===== config.mk =====
export PLATFORM = sky130hd
export DESIGN_NAME = xmem_mux_port
export DESIGN_NICKNAME = d
export VERILOG_FILES = /design/src/rtl/xmem_mux_port.sv
export SDC_FILE = /design/constraint.sdc
export NUM_CORES = 1
export LEC_CHECK = 0
export BUFFER_PORTS_ARGS = -buffer_cell sky130_fd_sc_hd__clkbuf_2
export CAP_MARGIN = 20
export CORE_MARGIN = 8
export CORE_UTILIZATION = 35
export CTS_CLUSTER_SIZE = 20
export DETAILED_ROUTE_END_ITERATION = 8
export PLACE_DENSITY_LB_ADDON = 0.1
export SLEW_MARGIN = 20
export SYNTH_ARGS = -nofsm -noshare
export SYNTH_HDL_FRONTEND = slang
export SYNTH_SLANG_ARGS = --single-unit

===== constraint.sdc =====
create_clock -name clk -period 6.38 [get_ports clk]
set_input_delay 0.638 -clock clk [delete_from_list [all_inputs] [get_ports clk]]
set_output_delay 0.638 -clock clk [all_outputs]
set_load 0.005 [all_outputs]

===== src/rtl/xmem_mux_port.sv =====
module xmem_mux_port #(
  parameter int CW = 8,
  parameter int SW = 5
) (
  input  logic          clk,
  input  logic          rst_n,
  input  logic          start,
  input  logic          rd_mode,
  input  logic          byte_mode,
  input  logic [23:0]   start_addr,
  input  logic [CW-1:0] word_count,
  input  logic [SW-1:0] strobe_len,
  input  logic [31:0]   wr_word,
  input  logic          xfer_ack,
  output logic          xfer_req,
  output logic [31:0]   rd_word,
  output logic          busy,
  output logic          done,
  output logic          ale,
  output logic          rd_n,
  output logic          wr_n,
  output logic          ad_oe,
  output logic [15:0]   ad_out,
  input  logic [15:0]   ad_in
);
  localparam logic [SW-1:0] MIN_STROBE = SW'(2);

  typedef enum logic [2:0] {S_IDLE, S_WREQ, S_AHI, S_ALO, S_STRB, S_GAP, S_DLV} st_t;

  st_t           st;
  logic [23:0]   addr;
  logic [CW-1:0] left;
  logic [1:0]    part;
  logic [SW-1:0] tmr, nstr;
  logic          bmode, rmode, need_a, done_r;
  logic [31:0]   sh;

  wire  last_part = bmode ? (part == 2'd3) : (part == 2'd1);
  wire  [23:0] addr_nx = addr + 24'd1;
  st_t  a_st;
  assign a_st = bmode ? S_AHI : S_ALO;

  assign ale      = (st == S_AHI) || (st == S_ALO);
  assign ad_oe    = ale || (st == S_STRB && !rmode);
  assign rd_n     = !(st == S_STRB && rmode);
  assign wr_n     = !(st == S_STRB && !rmode);
  assign xfer_req = (st == S_WREQ) || (st == S_DLV);
  assign busy     = (st != S_IDLE);
  assign done     = done_r;
  assign rd_word  = sh;
  assign ad_out   = (st == S_AHI) ? {8'h00, addr[23:16]} :
                    (st == S_ALO) ? addr[15:0] :
                    bmode         ? {8'h00, sh[7:0]} : sh[15:0];

  always_ff @(posedge clk) begin
    if (!rst_n) begin
      st <= S_IDLE; addr <= '0; left <= '0; part <= '0; tmr <= '0; nstr <= MIN_STROBE;
      bmode <= 1'b0; rmode <= 1'b0; need_a <= 1'b0; done_r <= 1'b0; sh <= '0;
    end else begin
      done_r <= 1'b0;
      case (st)
        S_IDLE: if (start) begin
          if (word_count == '0) done_r <= 1'b1;
          else begin
            addr   <= byte_mode ? start_addr : {8'h00, start_addr[15:0]};
            left   <= word_count;
            bmode  <= byte_mode;
            rmode  <= rd_mode;
            nstr   <= (strobe_len < MIN_STROBE) ? MIN_STROBE : strobe_len;
            need_a <= 1'b1;
            part   <= '0;
            st     <= rd_mode ? (byte_mode ? S_AHI : S_ALO) : S_WREQ;
          end
        end
        S_WREQ: if (xfer_ack) begin
          sh   <= wr_word;
          part <= '0;
          tmr  <= '0;
          st   <= need_a ? a_st : S_STRB;
        end
        S_AHI: st <= S_ALO;
        S_ALO: begin
          need_a <= 1'b0;
          tmr    <= '0;
          st     <= S_STRB;
        end
        S_STRB: if (tmr == nstr - SW'(1)) begin
          addr <= addr_nx;
          if (addr_nx[7:0] == 8'h00) need_a <= 1'b1;
          if (rmode) sh <= bmode ? {ad_in[7:0], sh[31:8]} : {ad_in, sh[31:16]};
          else       sh <= bmode ? (sh >> 8) : (sh >> 16);
          st <= S_GAP;
        end else tmr <= tmr + SW'(1);
        S_GAP: begin
          tmr <= '0;
          if (!last_part) begin
            part <= part + 2'd1;
            st   <= need_a ? a_st : S_STRB;
          end else if (rmode) st <= S_DLV;
          else begin
            left <= left - CW'(1);
            if (left == CW'(1)) begin st <= S_IDLE; done_r <= 1'b1; end
            else st <= S_WREQ;
          end
        end
        S_DLV: if (xfer_ack) begin
          part <= '0;
          tmr  <= '0;
          left <= left - CW'(1);
          if (left == CW'(1)) begin st <= S_IDLE; done_r <= 1'b1; end
          else st <= need_a ? a_st : S_STRB;
        end
        default: st <= S_IDLE;
      endcase
    end
  end
endmodule



==> flow_summary_export.csv <==
group,metric,value,unit
power,leakagePower,2.810,nW
sta,fin_crit_sh,46.95,%
cts,post_cts_resized,0,
cts,ctsHoldBuffers,0,
sta,setup-violations-final,0,
synthesis,synth_cell_types,70,
cts,h-tree-depth,3,
setup_path,cp-end-kind,"flop",
layout,final_area,6855,µm²
sta,finalHoldViolCount,0,
global_routing,grt_util_all_layers,20.20,%
synthesis,ys_seq_area_share,28.96,%
cts,post-cts-setup-buffers,0,
setup_path,worstPathCellList,"or3b_2 > buf_4 > and2_1 > a21oi_2 > o221a_1",
setup_path,worst-setup-path-type,"reg2reg",
route,drc,0,
route,drtAntennaViolNets,0,
cts,root_buffer,"clkbuf_16",
setup_path,rr_startpoint,"st[2]",
route,drt_first_pass_iters,5,
synthesis,synth_nets,856,
cts,cts_num_sinks,83,
cts,cts_buffers,9,
sta,rsz0062_at_grt,"no",
sta,clock_skew,4.819,ps
floorplanning,initial_core_util,35.22,%
synthesis,synth_edf_count,0,
route,detail_route.iter0.violations,451,
synthesis,syn_area_per_cell,7.558,µm²
global_routing,grt_pass1_vias,5744,
setup_path,worst_setup_path_start_kind,"flop",
synthesis,synthSimpleGateAreaFrac,24.23,%
sta,tightest_slew,1131,ps
layout,diodes,0,
cts,path_clk_slew,70,ps
synthesis,synth-main-ff-cell,"dfxtp_1",
synthesis,synth_top_family_by_area,"compound AO/OA/AOI/OAI gates",
route,num_vias,6240,
synthesis,synth_xor_area_share,1.374,%
synthesis,synth-compound-area-share,26.59,%
layout,final_nets,951,
power,irDropWorstVdd,0.0001964,V
cts,cts_buffer_depth,2,
sta,min_period,2995,ps
route,routed_wl,21550,µm
setup_path,crit_start,"st[2]",
layout,area_growth,19.50,%
setup_path,slowest_delay,760,ps
min_path,hp-class,"reg2reg",
setup_path,reg2reg_slack,3380,ps
placed_design,port_buffers,145,
floorplanning,die_x,144.0,µm
setup_path,crit_path_top_delay_cell,"dfxtp_1",
flow_run,max_cap_viol_count,0,
power,finalPower,2.643,mW
placed_design,routabilityCongestion,0.9221,
cts,clock_latency,350,ps
placed_design,post_dp_cell_area,6531,µm²
synthesis,synthCells,759,
synthesis,ys_seq_elements,83,
floorplanning,die_h,144.0,µm
synthesis,synth_mux_area_share,11.54,%
route,wl_per_cell,19.97,µm
setup_path,path_max_fanout,74,
floorplanning,rows,47,
floorplanning,core_area,16290,µm²
cts,cts_tree,"yes",
setup_path,cp.arrival,3290,ps
route,via_per_inst,5.783,
sta,hold_slack,470.7,ps
synthesis,synth_warnings,0,
sta,tns,0,ps
sta,relSlewSlack,24.60,%
outcome,status,"finished clean",
floorplanning,io_pins,146,
sta,clock.fmax,0.3339,GHz
synthesis,synthArstFlopShare,0,%
layout,drive_gt1_share,21.30,%
global_routing,grt_overflow_total,0,
global_routing,grt_pass1_wl,32610,µm
setup_path,worstPathRequired,6670,ps
synthesis,synthAdderAreaFrac,1.309,%
sta,slew_violations,0,
placed_design,dp_hpwl,15900,µm
min_path,min_from,"nstr[4]",
synthesis,synthesis.area,5737,µm²
layout,final_util,42.08,%
global_routing,grt_antenna_before_repair,0,
floorplanning,fp.dieArea,20740,µm²
power,powerDensity,385.6,nW/µm²
global_routing,grt_max_degree,75,
logic make-up (layout without fill, tap and decap cells):
kind of cell,count (synthesis),after routing
and+or+nand+nor,292,292
AOI/OAI and AO/OA,220,220
muxes,66,66
buffers and inverters,83,183
DFF,83,83
adders and majority gates,6,6
xor gates and xnor gates,9,9
path summary, 6_finish.rpt:
check	to	cells past startpoint
worst min-delay path	nstr[4]	2
worst min register to register	nstr[4]	2
worst max-delay path	addr[14]	5
worst max register to register	addr[14]	5
layer usage:
metal	track usage [%]	part of all wire, %
met1	27.66	46
met2	31.44	44
met3	3.863	8.2
met4	5.921	1.9
met5	0	0
layout by cell type (no fill, tap or decap), drive strengths merged, types with 10 or more instances in the layout:
cell type and n:
nor2 30, clkbuf 156, buf 10, o211ai 26, a31oi 14, nand3b 13
o21ai 47, o31ai 14, nor3 11, or3 10, mux2i 65, nand3 28
nand2 148, inv 12, a21oi 38, dfxtp 83
sequential cells by signal, indices dropped and copies added (netlist names):
| signal | cells |
|---|---|
| rd_word | 32 |
| st | 3 |
| need_a | 1 |
| bmode | 1 |
| done | 1 |
| tmr | 5 |
| addr | 24 |
| part | 2 |
| nstr | 5 |
| left | 8 |
| rmode | 1 |
area by class of cell:
class,instances,area [µm²]
Tap cell,220,275.3
Fill cell,1760,9434
Sequential cell,83,1664
Clock buffer,11,252.7
Timing Repair Buffer,155,800.8
Inverter,12,45.04
Multi-Input combinational cell,593,3757
Clock inverter,5,60.06
synth_stat cells (all sizes together) (7+ instances only):
cell | count | share of area (%)
nand2 | 148 | 9.7
dfxtp | 83 | 29
mux2i | 65 | 11
clkbuf | 47 | 3.1
o21ai | 47 | 4.1
a21oi | 38 | 3.4
nor2 | 30 | 2.0
nand3 | 28 | 2.4
o211ai | 26 | 3.4
buf | 24 | 2.1
a31oi | 14 | 1.5
o31ai | 14 | 1.8
nand3b | 13 | 1.7
inv | 11 | 0.72
nor3 | 11 | 0.96
or3 | 10 | 1.2
a221o | 8 | 1.4
nand4 | 8 | 0.87
a21o | 7 | 0.92
and2 | 7 | 0.76
and3 | 7 | 0.76
nor4 | 7 | 0.87
stage by stage:
stage | std cells | worst slack [ps]
floorplan | 759 | 4070
detailed placement | 1062 | 3116
global route | 1079 | 3237
global placement | 1062 | 3258
CTS | 1078 | 3121
finish | 1079 | 3385
power by group:
part           internal (mW)  total [mW]  switching [mW]
registers              0.647       0.890           0.243
logic                  0.468        1.20           0.731
clock network          0.326       0.555           0.228
total                   1.44        2.64            1.20
worst max-delay path: cells and delay by family, from the launching register on:
family,cells,cell delay (ps)
compound gates,2,910
buf+inv,1,350
flops,1,760
simple gates,2,900
No activity file was read; power rests on OpenSTA's default activity.
